$ cat config.mk
export PLATFORM = sky130hd
export DESIGN_NAME = rtc_reg_port
export DESIGN_NICKNAME = d
export VERILOG_FILES = /design/src/rtl/rtc_port_pkg.sv /design/src/rtl/rtc_time_bytes.sv /design/src/rtl/rtc_periodic_timer.sv /design/src/rtl/rtc_reg_port.sv
export SDC_FILE = /design/constraint.sdc
export NUM_CORES = 1
export LEC_CHECK = 0
export ABC_CLOCK_PERIOD_IN_PS = 2810
export BUFFER_PORTS_ARGS = -buffer_cell sky130_fd_sc_hd__buf_2
export CAP_MARGIN = 20
export CORE_MARGIN = 2
export CORE_UTILIZATION = 40
export DETAILED_ROUTE_END_ITERATION = 10
export GPL_TIMING_DRIVEN = 0
export HOLD_SLACK_MARGIN = 0.12
export SLEW_MARGIN = 40
export SYNTH_ARGS = -nofsm -noshare
export SYNTH_HDL_FRONTEND = slang
export SYNTH_SLANG_ARGS = --single-unit
export TNS_END_PERCENT = 10
$ cat constraint.sdc
create_clock -name clk -period 2.81 [get_ports clk]
set_input_delay 0.1405 -clock clk [delete_from_list [all_inputs] [get_ports clk]]
set_output_delay 0.1405 -clock clk [all_outputs]
set_load 0.05 [all_outputs]
$ cat src/rtl/rtc_port_pkg.sv
package rtc_port_pkg;

    localparam int unsigned IDX_W       = 4;
    localparam int unsigned DATA_W      = 8;
    localparam int unsigned NUM_TIME_B  = 10;
    localparam logic [7:0]  IDX_MAX     = 8'h0D;

    localparam logic [IDX_W-1:0] IDX_STAT_A = 4'hA;
    localparam logic [IDX_W-1:0] IDX_STAT_B = 4'hB;
    localparam logic [IDX_W-1:0] IDX_STAT_C = 4'hC;
    localparam logic [IDX_W-1:0] IDX_STAT_D = 4'hD;

    localparam logic [7:0] STA_UIP      = 8'h80;
    localparam logic [7:0] STA_RESET    = 8'h26;
    localparam logic [7:0] STB_PIE      = 8'h40;
    localparam logic [7:0] STB_SQW      = 8'h08;
    localparam logic [7:0] STB_FIXED    = 8'h06;
    localparam logic [7:0] STB_RESET    = 8'h46;

    typedef enum logic {
        TMR_IDLE = 1'b0,
        TMR_RUN  = 1'b1
    } tmr_state_e;

    function automatic logic [7:0] to_bcd2(input int unsigned v);
        int unsigned m;
        m = v % 100;
        return {4'(m / 10), 4'(m % 10)};
    endfunction

endpackage

$ cat src/rtl/rtc_time_bytes.sv
module rtc_time_bytes
    import rtc_port_pkg::*;
#(
    parameter int unsigned NUM_BYTES = NUM_TIME_B,
    parameter int unsigned INIT_SEC  = 0,
    parameter int unsigned INIT_MIN  = 0,
    parameter int unsigned INIT_HOUR = 0,
    parameter int unsigned INIT_WDAY = 0,
    parameter int unsigned INIT_MDAY = 1,
    parameter int unsigned INIT_MON  = 0,
    parameter int unsigned INIT_YEAR = 100,
    parameter bit          YEAR_BCD  = 1'b0
) (
    input  logic              clk,
    input  logic              rst_n,
    input  logic              we,
    input  logic [IDX_W-1:0]  addr,
    input  logic [7:0]        wdata,
    output logic [7:0]        rdata
);

    function automatic logic [7:0] init_byte(input int unsigned slot);
        case (slot)
            0:       return 8'(INIT_SEC);
            2:       return 8'(INIT_MIN);
            4:       return 8'(INIT_HOUR);
            6:       return 8'(INIT_WDAY + 1);
            7:       return 8'(INIT_MDAY);
            8:       return 8'(INIT_MON + 1);
            9:       return YEAR_BCD ? to_bcd2(INIT_YEAR) : 8'(INIT_YEAR);
            default: return 8'h00;
        endcase
    endfunction

    logic [7:0] bytes_q [NUM_BYTES];

    for (genvar g = 0; g < NUM_BYTES; g++) begin : g_slot
        always_ff @(posedge clk) begin
            if (!rst_n) begin
                bytes_q[g] <= init_byte(g);
            end else if (we && (addr == IDX_W'(g))) begin
                bytes_q[g] <= wdata;
            end
        end
    end

    always_comb begin
        rdata = 8'h00;
        for (int i = 0; i < NUM_BYTES; i++) begin
            if (addr == IDX_W'(i)) rdata = bytes_q[i];
        end
    end

endmodule

$ cat src/rtl/rtc_periodic_timer.sv
module rtc_periodic_timer
    import rtc_port_pkg::*;
#(
    parameter int unsigned INTERVAL = 48828
) (
    input  logic clk,
    input  logic rst_n,
    input  logic arm,
    input  logic disarm,
    output logic irq
);

    localparam int unsigned CW     = (INTERVAL > 2) ? $clog2(INTERVAL) : 1;
    localparam logic [CW-1:0] RELOAD = CW'(INTERVAL - 1);

    tmr_state_e  state_q, state_d;
    logic [CW-1:0] cnt_q;

    // State register
    always_ff @(posedge clk) begin
        if (!rst_n) state_q <= TMR_RUN;
        else        state_q <= state_d;
    end

    // Next-state decode
    always_comb begin
        state_d = state_q;
        unique case (state_q)
            TMR_IDLE: if (arm)    state_d = TMR_RUN;
            TMR_RUN:  if (disarm) state_d = TMR_IDLE;
        endcase
    end

    // Interval counter
    always_ff @(posedge clk) begin
        if (!rst_n) begin
            cnt_q <= RELOAD;
        end else begin
            unique case (state_q)
                TMR_IDLE: if (arm) cnt_q <= RELOAD;
                TMR_RUN: begin
                    if (!disarm) begin
                        if (cnt_q == '0) cnt_q <= RELOAD;
                        else             cnt_q <= cnt_q - 1'b1;
                    end
                end
            endcase
        end
    end

    // Outputs
    always_comb begin
        irq = 1'b0;
        unique case (state_q)
            TMR_IDLE: irq = 1'b0;
            TMR_RUN:  irq = (cnt_q == '0);
        endcase
    end

    p_irq_single_r7: assert property (@(posedge clk) disable iff (!rst_n)
        irq |=> !irq);
    p_irq_reload_r7: assert property (@(posedge clk) disable iff (!rst_n)
        (irq && !disarm) |=> (cnt_q == RELOAD) && (state_q == TMR_RUN));
    p_stop_quiet_r6: assert property (@(posedge clk) disable iff (!rst_n)
        disarm |=> !irq);
    p_no_restart_r6: assert property (@(posedge clk) disable iff (!rst_n)
        (state_q == TMR_RUN && arm && !disarm && cnt_q != '0) |=> cnt_q == $past(cnt_q) - 1'b1);

endmodule

$ cat src/rtl/rtc_reg_port.sv
module rtc_reg_port
    import rtc_port_pkg::*;
#(
    parameter int unsigned INTERVAL  = 48828,
    parameter int unsigned INIT_SEC  = 0,
    parameter int unsigned INIT_MIN  = 0,
    parameter int unsigned INIT_HOUR = 0,
    parameter int unsigned INIT_WDAY = 0,
    parameter int unsigned INIT_MDAY = 1,
    parameter int unsigned INIT_MON  = 0,
    parameter int unsigned INIT_YEAR = 100,
    parameter bit          YEAR_BCD  = 1'b0
) (
    input  logic       clk,
    input  logic       rst_n,
    input  logic       acc_wr,
    input  logic       acc_rd,
    input  logic       acc_sel,
    input  logic [7:0] acc_wdata,
    output logic [7:0] acc_rdata,
    output logic       idx_err,
    output logic       unsup_err,
    output logic       periodic_irq
);

    logic [IDX_W-1:0] index_q;
    logic [7:0]       stat_a_q, stat_b_q, rdata_q;
    logic             idx_err_q, unsup_q;

    logic idx_wr, idx_rd, data_wr, data_rd;
    logic idx_ok, in_time, a_ok, b_ok, b_wr_ok, unsup_d;
    logic tb_we, arm, disarm;
    logic [7:0] tb_rdata;

    // Access decode
    always_comb begin
        idx_wr  = acc_wr && !acc_sel;
        data_wr = acc_wr &&  acc_sel;
        idx_rd  = acc_rd && !acc_wr && !acc_sel;
        data_rd = acc_rd && !acc_wr &&  acc_sel;

        idx_ok  = (acc_wdata <= IDX_MAX);
        in_time = (index_q < IDX_W'(NUM_TIME_B));
        a_ok    = (acc_wdata == STA_RESET);
        b_ok    = ((acc_wdata & ~(STB_PIE | STB_SQW)) == STB_FIXED);
        b_wr_ok = data_wr && (index_q == IDX_STAT_B) && b_ok;

        tb_we   = data_wr && in_time;
        arm     = b_wr_ok &&  acc_wdata[6];
        disarm  = b_wr_ok && !acc_wdata[6];

        unsup_d = data_wr && (((index_q == IDX_STAT_A) && !a_ok) ||
                              ((index_q == IDX_STAT_B) && !b_ok) ||
                               (index_q == IDX_STAT_C) ||
                               (index_q == IDX_STAT_D));
    end

    rtc_time_bytes #(
        .NUM_BYTES (NUM_TIME_B),
        .INIT_SEC  (INIT_SEC),
        .INIT_MIN  (INIT_MIN),
        .INIT_HOUR (INIT_HOUR),
        .INIT_WDAY (INIT_WDAY),
        .INIT_MDAY (INIT_MDAY),
        .INIT_MON  (INIT_MON),
        .INIT_YEAR (INIT_YEAR),
        .YEAR_BCD  (YEAR_BCD)
    ) u_time (
        .clk   (clk),
        .rst_n (rst_n),
        .we    (tb_we),
        .addr  (index_q),
        .wdata (acc_wdata),
        .rdata (tb_rdata)
    );

    rtc_periodic_timer #(
        .INTERVAL (INTERVAL)
    ) u_timer (
        .clk    (clk),
        .rst_n  (rst_n),
        .arm    (arm),
        .disarm (disarm),
        .irq    (periodic_irq)
    );

    // Index register
    always_ff @(posedge clk) begin
        if (!rst_n)                index_q <= '0;
        else if (idx_wr && idx_ok) index_q <= acc_wdata[IDX_W-1:0];
    end

    // Status registers
    always_ff @(posedge clk) begin
        if (!rst_n) begin
            stat_a_q <= STA_RESET;
            stat_b_q <= STB_RESET;
        end else begin
            if (data_wr && (index_q == IDX_STAT_A) && a_ok)
                stat_a_q <= acc_wdata;
            else if (data_rd && (index_q == IDX_STAT_A))
                stat_a_q <= stat_a_q ^ STA_UIP;
            if (b_wr_ok)
                stat_b_q <= acc_wdata;
        end
    end

    // Read data and flag pulses
    always_ff @(posedge clk) begin
        if (!rst_n) begin
            rdata_q   <= 8'h00;
            idx_err_q <= 1'b0;
            unsup_q   <= 1'b0;
        end else begin
            idx_err_q <= idx_wr && !idx_ok;
            unsup_q   <= unsup_d;
            if (idx_rd) begin
                rdata_q <= 8'(index_q);
            end else if (data_rd) begin
                if (in_time)                       rdata_q <= tb_rdata;
                else if (index_q == IDX_STAT_A)    rdata_q <= stat_a_q ^ STA_UIP;
                else if (index_q == IDX_STAT_B)    rdata_q <= stat_b_q;
                else                               rdata_q <= 8'h00;
            end
        end
    end

    assign acc_rdata = rdata_q;
    assign idx_err   = idx_err_q;
    assign unsup_err = unsup_q;

    p_index_range_r1: assert property (@(posedge clk) disable iff (!rst_n)
        index_q <= IDX_W'(IDX_MAX));
    p_bad_index_held_r1: assert property (@(posedge clk) disable iff (!rst_n)
        (idx_wr && (acc_wdata > IDX_MAX)) |=> idx_err && $stable(index_q));
    p_a_fixed_bits_r3: assert property (@(posedge clk) disable iff (!rst_n)
        stat_a_q[6:0] == STA_RESET[6:0]);
    p_uip_toggle_r4: assert property (@(posedge clk) disable iff (!rst_n)
        (data_rd && (index_q == IDX_STAT_A)) |=>
            (acc_rdata == stat_a_q) && (acc_rdata[7] != $past(stat_a_q[7])));
    p_b_fixed_bits_r5: assert property (@(posedge clk) disable iff (!rst_n)
        (stat_b_q & ~(STB_PIE | STB_SQW)) == STB_FIXED);
    p_cd_zero_r8: assert property (@(posedge clk) disable iff (!rst_n)
        (data_rd && (index_q >= IDX_STAT_C)) |=> acc_rdata == 8'h00);

endmodule

==> results_dict.tcl, run 1 <==
set metrics [dict create \
    grt_max_degree 17 \
    start_util_pct 41.3 \
    die_w_um 127 \
    synth_cells 536 \
    synth_top_family_by_area "simple AND/OR/NAND/NOR gates" \
    final_antenna_net_count 0 \
    cts_setup_buffers 0 \
    cts_tree "built" \
    rsz0062_at_grt "true" \
    antenna_found_initial 0 \
    yosysWarnings 0 \
    yosysSeqAreaShare_pct 55.3 \
    route.met3.wl_um 803 \
    synth.area.mux_share_pct 9.38 \
    place.detailed.hpwl_um 10700 \
    synth_xor_area_share_pct 0.290 \
    cts_max_level 4 \
    wl_um 15700 \
    die_area_um2 16100 \
    pre_cts_slack_ns 0.0404 \
    final_layout_size_suffix_gt1_share_pct 17.1 \
    root_buffer "clkbuf_16" \
    vias_per_cell 5.77 \
    synth_edf_count 80 \
    async_flop_share_pct 0 \
    relSlewSlack_pct 49.8 \
    numCtsBuffers 17 \
    synth_compound_area_share_pct 10.8 \
    avgRoutedWirePerCell_um 20.2 \
    setup_viol 0 \
    worstSkewPairLatency_ns 0.42 \
    coreArea_um2 14600 \
    wl_met2_um 7570 \
    synthSimpleGateAreaFrac_pct 20.1 \
    route.layer.met1.wl_um 6910 \
    gr-total-overflow 0 \
    clock_path_buffers 2 \
    cpPeakStageDelay_ns 0.58 \
    drv_slew 0 \
    cp-end-kind "register" \
    powerDensity_nw_per_um2 683 \
    skew_ns 0.0102 \
    area.growth.synth_to_final_pct 18.6 \
    setup_ws_ns 0.120 \
    highest_layer "met4" \
    max_cap_violations 0 \
    cp_slowest_cell "o21ai_2" \
    path_cells "clkbuf_1 > buf_1 > nand2_1 > o21ai_2" \
    hold_viol 0 \
    diodes 0 \
    leakage_nw 2.54 \
    clk_pin_slew_ns 0.06 \
    vdd_drop_max_mv 0.436 \
    syn-num-nets 551 \
    synth_seq_cells 127 \
    synth_fa_ha_area_share_pct 0.414 \
    gp_congestion 0.859 \
    dr.pass1.iters 5 \
    fmax_mhz 372 \
    cp.arrival_ns 2.75 \
    port_buffers 20 \
    nets 594 \
    grt_pass1_vias 4497 \
    drc 0 \
    vias 4477 \
    cp.required_ns 2.87 \
    syn_area_per_cell_um2 11.3 \
    row_count 44 \
    tightest_slew_ns 0.747 \
    status "completed" \
    fin_crit_ns 2.69 \
    die_h_um 127 \
    layout_common_cells "80 x edfxtp_1, 62 x and2_1, 47 x dfxtp_1, 33 x clkbuf_1, 29 x nor3_1" \
    crit_type "register to register" \
    drt_iter0_markers 431 \
    synth-main-ff-cell "edfxtp_1" \
    crit_fanout 10 \
    grt_pass1_wl_um 25200 \
    layout_commonest_cell "edfxtp_1" \
    synthDistinctLibCells 58 \
    synthesis.area_um2 6040 \
    power_mw 4.90 \
    io_pins 24 \
    start_kind "register" \
    cts_sinks 127 \
    min_path_type "primary input to register" \
    grt_usage_pct 20.7 \
    period_share_pct 95.7 \
]
cell usage after synthesis (4+ instances only):
cell type	count	area share [%]
o21ai_0	23	1.9
mux4_2	13	4.8
buf_2	8	0.66
edfxtp_1	80	40
o21ai_1	13	1.1
and3_1	6	0.62
nand3_1	5	0.41
dfxtp_1	47	16
a21oi_1	20	1.7
nor3b_1	6	0.75
inv_1	10	0.62
nand2b_1	6	0.62
clkbuf_1	34	2.1
and2_1	62	6.4
nor3_1	30	2.5
nor4_1	9	0.93
or4_1	4	0.50
mux2i_1	24	4.0
nand2_1	21	1.3
a32o_1	5	0.83
nor2_1	27	1.7
a21o_1	7	0.87
nand3b_1	6	0.75
or3_1	14	1.4
layer usage:
metal,global-route usage (%),vias up
met1,27.1,2221
met3,4.64,28
met2,33.7,154
met4,7.63,0
met5,0,-
li1,-,2074
kinds of logic after synthesis:
group	after synthesis
XOR/XNOR	2
AND/OR/NAND/NOR	214
AO/OA/AOI/OAI	97
flip-flops	127
multiplexers	40
buffers and inverters	54
adder cells (fa/ha/maj)	2
report_power, final:
part	internal (mW)	switching (mW)
Clock	1.75	0.845
Combinational	0.0739	0.157
Sequential	2.04	0.0339
through the flow:
stage	cells	TNS, ns	cell area (um^2)	utilization, %	hold WS, ns
final	776	0	7160	48.9	0.198
after floorplan	536	0	6040	-	0.276
after global placement	740	-14.87	6370	43.5	0.431
after CTS	776	0	7130	48.7	0.176
after global routing	776	-0.139	7160	48.9	0.216
after detailed placement	740	0	6400	43.7	0.433
sequential cells by signal (all words and copies together), names as in the netlist:
name             cells
u_time.bytes_q      80
acc_rdata            8
idx_err              1
unsup_err            1
stat_a_q             8
u_timer.state_q      1
index_q              4
stat_b_q             8
u_timer.cnt_q       16
area by class of cell:
| cell class | count | area, um^2 |
|---|---|---|
| buffer | 44 | 184 |
| tap | 184 | 230 |
| fill | 1305 | 7480 |
| clock inverter | 15 | 267 |
| inverter | 10 | 37.5 |
| sequential | 127 | 3340 |
| timing repair buffer | 24 | 140 |
| clock buffer | 17 | 425 |
| multi-input combinational | 355 | 2540 |
final timing paths:
kind / from / to / slack [ns] / cells past startpoint
worst max-delay path: index_q[1] / u_time.bytes_q[3][4] / 0.12 / 4
worst min-delay path: acc_rd / acc_rdata[7] / 0.20 / 4
worst max register to register: index_q[1] / u_time.bytes_q[3][4] / 0.12 / 4
worst min register to register: stat_a_q[1] / stat_a_q[1] / 0.45 / 1
worst max-delay path, delay by kind of cell, from the launching register on:
family | cells | cell delay [ns]
buffers and inverters | 2 | 0.93
AO/OA/AOI/OAI | 1 | 0.58
AND/OR/NAND/NOR | 1 | 0.45
flip-flops | 1 | 0.36
timing repair:
item,4_1_cts,5_1_grt
resized for setup,1,3
hold endpoints to repair,5,0
endpoints found under the setup margin,1,16
hold buffers,4,0
No activity file was read; power rests on OpenSTA's default activity.
==> run 2, diff against run 1 <==
--- a/config.mk
+++ b/config.mk
@@ -11,3 +11,3 @@
 export CORE_MARGIN = 2
-export CORE_UTILIZATION = 40
+export CORE_UTILIZATION = 55
 export DETAILED_ROUTE_END_ITERATION = 10
@@ -15,2 +15,3 @@
 export HOLD_SLACK_MARGIN = 0.12
+export PLACE_DENSITY = 0.72
 export SLEW_MARGIN = 40
==> constraint.sdc (replaced) <==
create_clock -name clk -period 2.81 [get_ports clk]
set_input_delay 0.281 -clock clk [delete_from_list [all_inputs] [get_ports clk]]
set_output_delay 0.281 -clock clk [all_outputs]
set_load 0.02 [all_outputs]
==> run 2 against run 1 <==
Cell count is 5.7% lower. Wire length is 2.5% lower. Sequential cell count stayed put. Fmax is 0.16% lower. Largest cell class unchanged.
==> results_dict.tcl, run 2 (same netlist as run 1, synthesis figures left out) <==
set metrics [dict create \
    power_mw 4.64 \
    worstSkewPairLatency_ns 0.53 \
    cpPeakStageDelay_ns 0.59 \
    cts_tree "built" \
    start_kind "register" \
    avgRoutedWirePerCell_um 20.8 \
    start_util_pct 56.0 \
    root_buffer "clkbuf_8" \
    rsz0062_at_grt "true" \
    die_h_um 109 \
    path_cells "clkbuf_1 > buf_1 > nand2_1 > o21ai_2" \
    largest_reg_flops 80 \
    r2r_cells 4 \
    port_buffers 20 \
    layout_commonest_cell "edfxtp_1" \
    min_from "acc_rd" \
    cts_sinks 127 \
    max_cap_violations 0 \
    cp.arrival_ns 2.86 \
    gr-total-overflow 0 \
    drc 0 \
    grt_usage_pct 27.3 \
    leakage_nw 2.51 \
    min_to "acc_rdata[7]" \
    io_pins 24 \
    hold_viol 0 \
    area.growth.synth_to_final_pct 16.4 \
    final_layout_size_suffix_gt1_share_pct 16.7 \
    drt_iter0_markers 421 \
    period_share_pct 95.9 \
    fin_crit_ns 2.69 \
    nets 594 \
    vdd_drop_max_mv 0.514 \
    fmax_mhz 371 \
    gp_congestion 0.936 \
    die_w_um 109 \
    r2r_end "u_time.bytes_q[3][1]" \
    skew_ns 0.00585 \
    crit_fanout 10 \
    ff2ff_setup_slack_ns 0.12 \
    cp.required_ns 2.98 \
    seqCellArea_um2 3340 \
    powerDensity_nw_per_um2 659 \
    drv_slew 0 \
    multiInputGateArea_um2 2520 \
    place.detailed.hpwl_um 10400 \
    fill_cells 784 \
    clk_pin_slew_ns 0.06 \
    top_register "u_time.bytes_q" \
    die_area_um2 11800 \
    cp_slowest_cell "o21ai_2" \
    numCtsBuffers 17 \
    layout_common_cells "80 x edfxtp_1, 62 x and2_1, 47 x dfxtp_1, 34 x clkbuf_1, 29 x nor3_1" \
    hold_path_depth 4 \
    diodes 0 \
    antenna_found_initial 0 \
    final_antenna_net_count 0 \
    cp-end-kind "register" \
    cts_max_level 4 \
    dr.pass1.iters 5 \
    grt_pass1_wl_um 23400 \
    wl_um 15300 \
    grt_max_degree 17 \
    crit_type "register to register" \
    min_path_type "primary input to register" \
    reg_top3 "u_time.bytes_q: 80 flops, u_timer.cnt_q: 16 flops" \
    coreArea_um2 10800 \
    vias_per_cell 6.16 \
    grt_pass1_vias 4446 \
    relSlewSlack_pct 42.9 \
    vias 4507 \
    tightest_slew_ns 0.849 \
    setup_viol 0 \
    fin_util_pct 65.2 \
    rr_startpoint "index_q[1]" \
    clock_path_buffers 2 \
    row_count 38 \
    status "completed" \
]
run 2: cell count changes in the layout (fill, tap and decap cells not counted), sizes merged:
cell / before / now
bufinv: 7 / 5
clkinv: 4 / 6
clkinvlp: 4 / 3
inv: 10 / 11
run 2: repair_timing:
action	in CTS	in global routing
hold buffers	4	0
buffers inserted	0	0
gates resized for setup	1	2
hold endpoints to repair	5	0
endpoints found under the setup margin	8	15
run 2: layer usage:
layer  GRT usage, %  wire length [um]  vias to the layer above  part of all wire (%)
li1               -                 -                     2087                     -
met1           34.3              6300                     2147                    41
met2           43.6              7170                      235                    47
met3           8.55              1320                       38                   8.6
met4           11.7               469                        0                   3.1
met5              0                 0                        -                     0
run 2: final cells by class:
cell class	count	area share (%)
multi-input cells	355	35.9
repair buffers	24	1.99
well taps	140	2.49
clock buffers	17	5.89
clock inverters	15	3.09
plain buffers	44	2.60
inverters	10	0.534
flip-flops and latches	127	47.5
run 2: worst max path at each step:
| stage | startpoint | end |
|---|---|---|
| 6_report | index_q[1] | u_time.bytes_q[3][1] |
| 2_1_floorplan | index_q[0] | u_time.bytes_q[3][0] |
| 3_5_place_dp | index_q[1] | u_time.bytes_q[3][4] |
| 3_3_place_gp | index_q[1] | u_time.bytes_q[3][7] |
| 4_1_cts | index_q[1] | u_time.bytes_q[3][13] |
| 5_1_grt | index_q[0] | u_time.bytes_q[2][10] |
run 2: worst max-delay path: cells and delay by family (launching register included):
kind,cells,cell delay [ns]
flip-flops,1,0.35
AO/OA/AOI/OAI,1,0.59
buffers and inverters,2,0.97
AND/OR/NAND/NOR,1,0.42
run 2: stage by stage:
step                      std cells  setup TNS, ns  setup WS (ns)  hold slack, ns  area, um^2
after floorplan                 536              0          0.484           0.415        6040
after global placement          696          -8.00         -0.249           0.429        6320
after detailed placement        696              0        0.00962           0.435        6320
after CTS                       732              0         0.0149           0.204        6990
after global routing            732        -0.0453        -0.0126           0.231        7030
final                           732              0          0.116           0.227        7030
run 2: power breakdown:
| group | switching, mW | internal [mW] | total, mW |
|---|---|---|---|
| registers | 0.0344 | 2.04 | 2.07 |
| clock network | 0.822 | 1.53 | 2.35 |
| logic | 0.148 | 0.0733 | 0.221 |
| total | 1.00 | 3.64 | 4.64 |
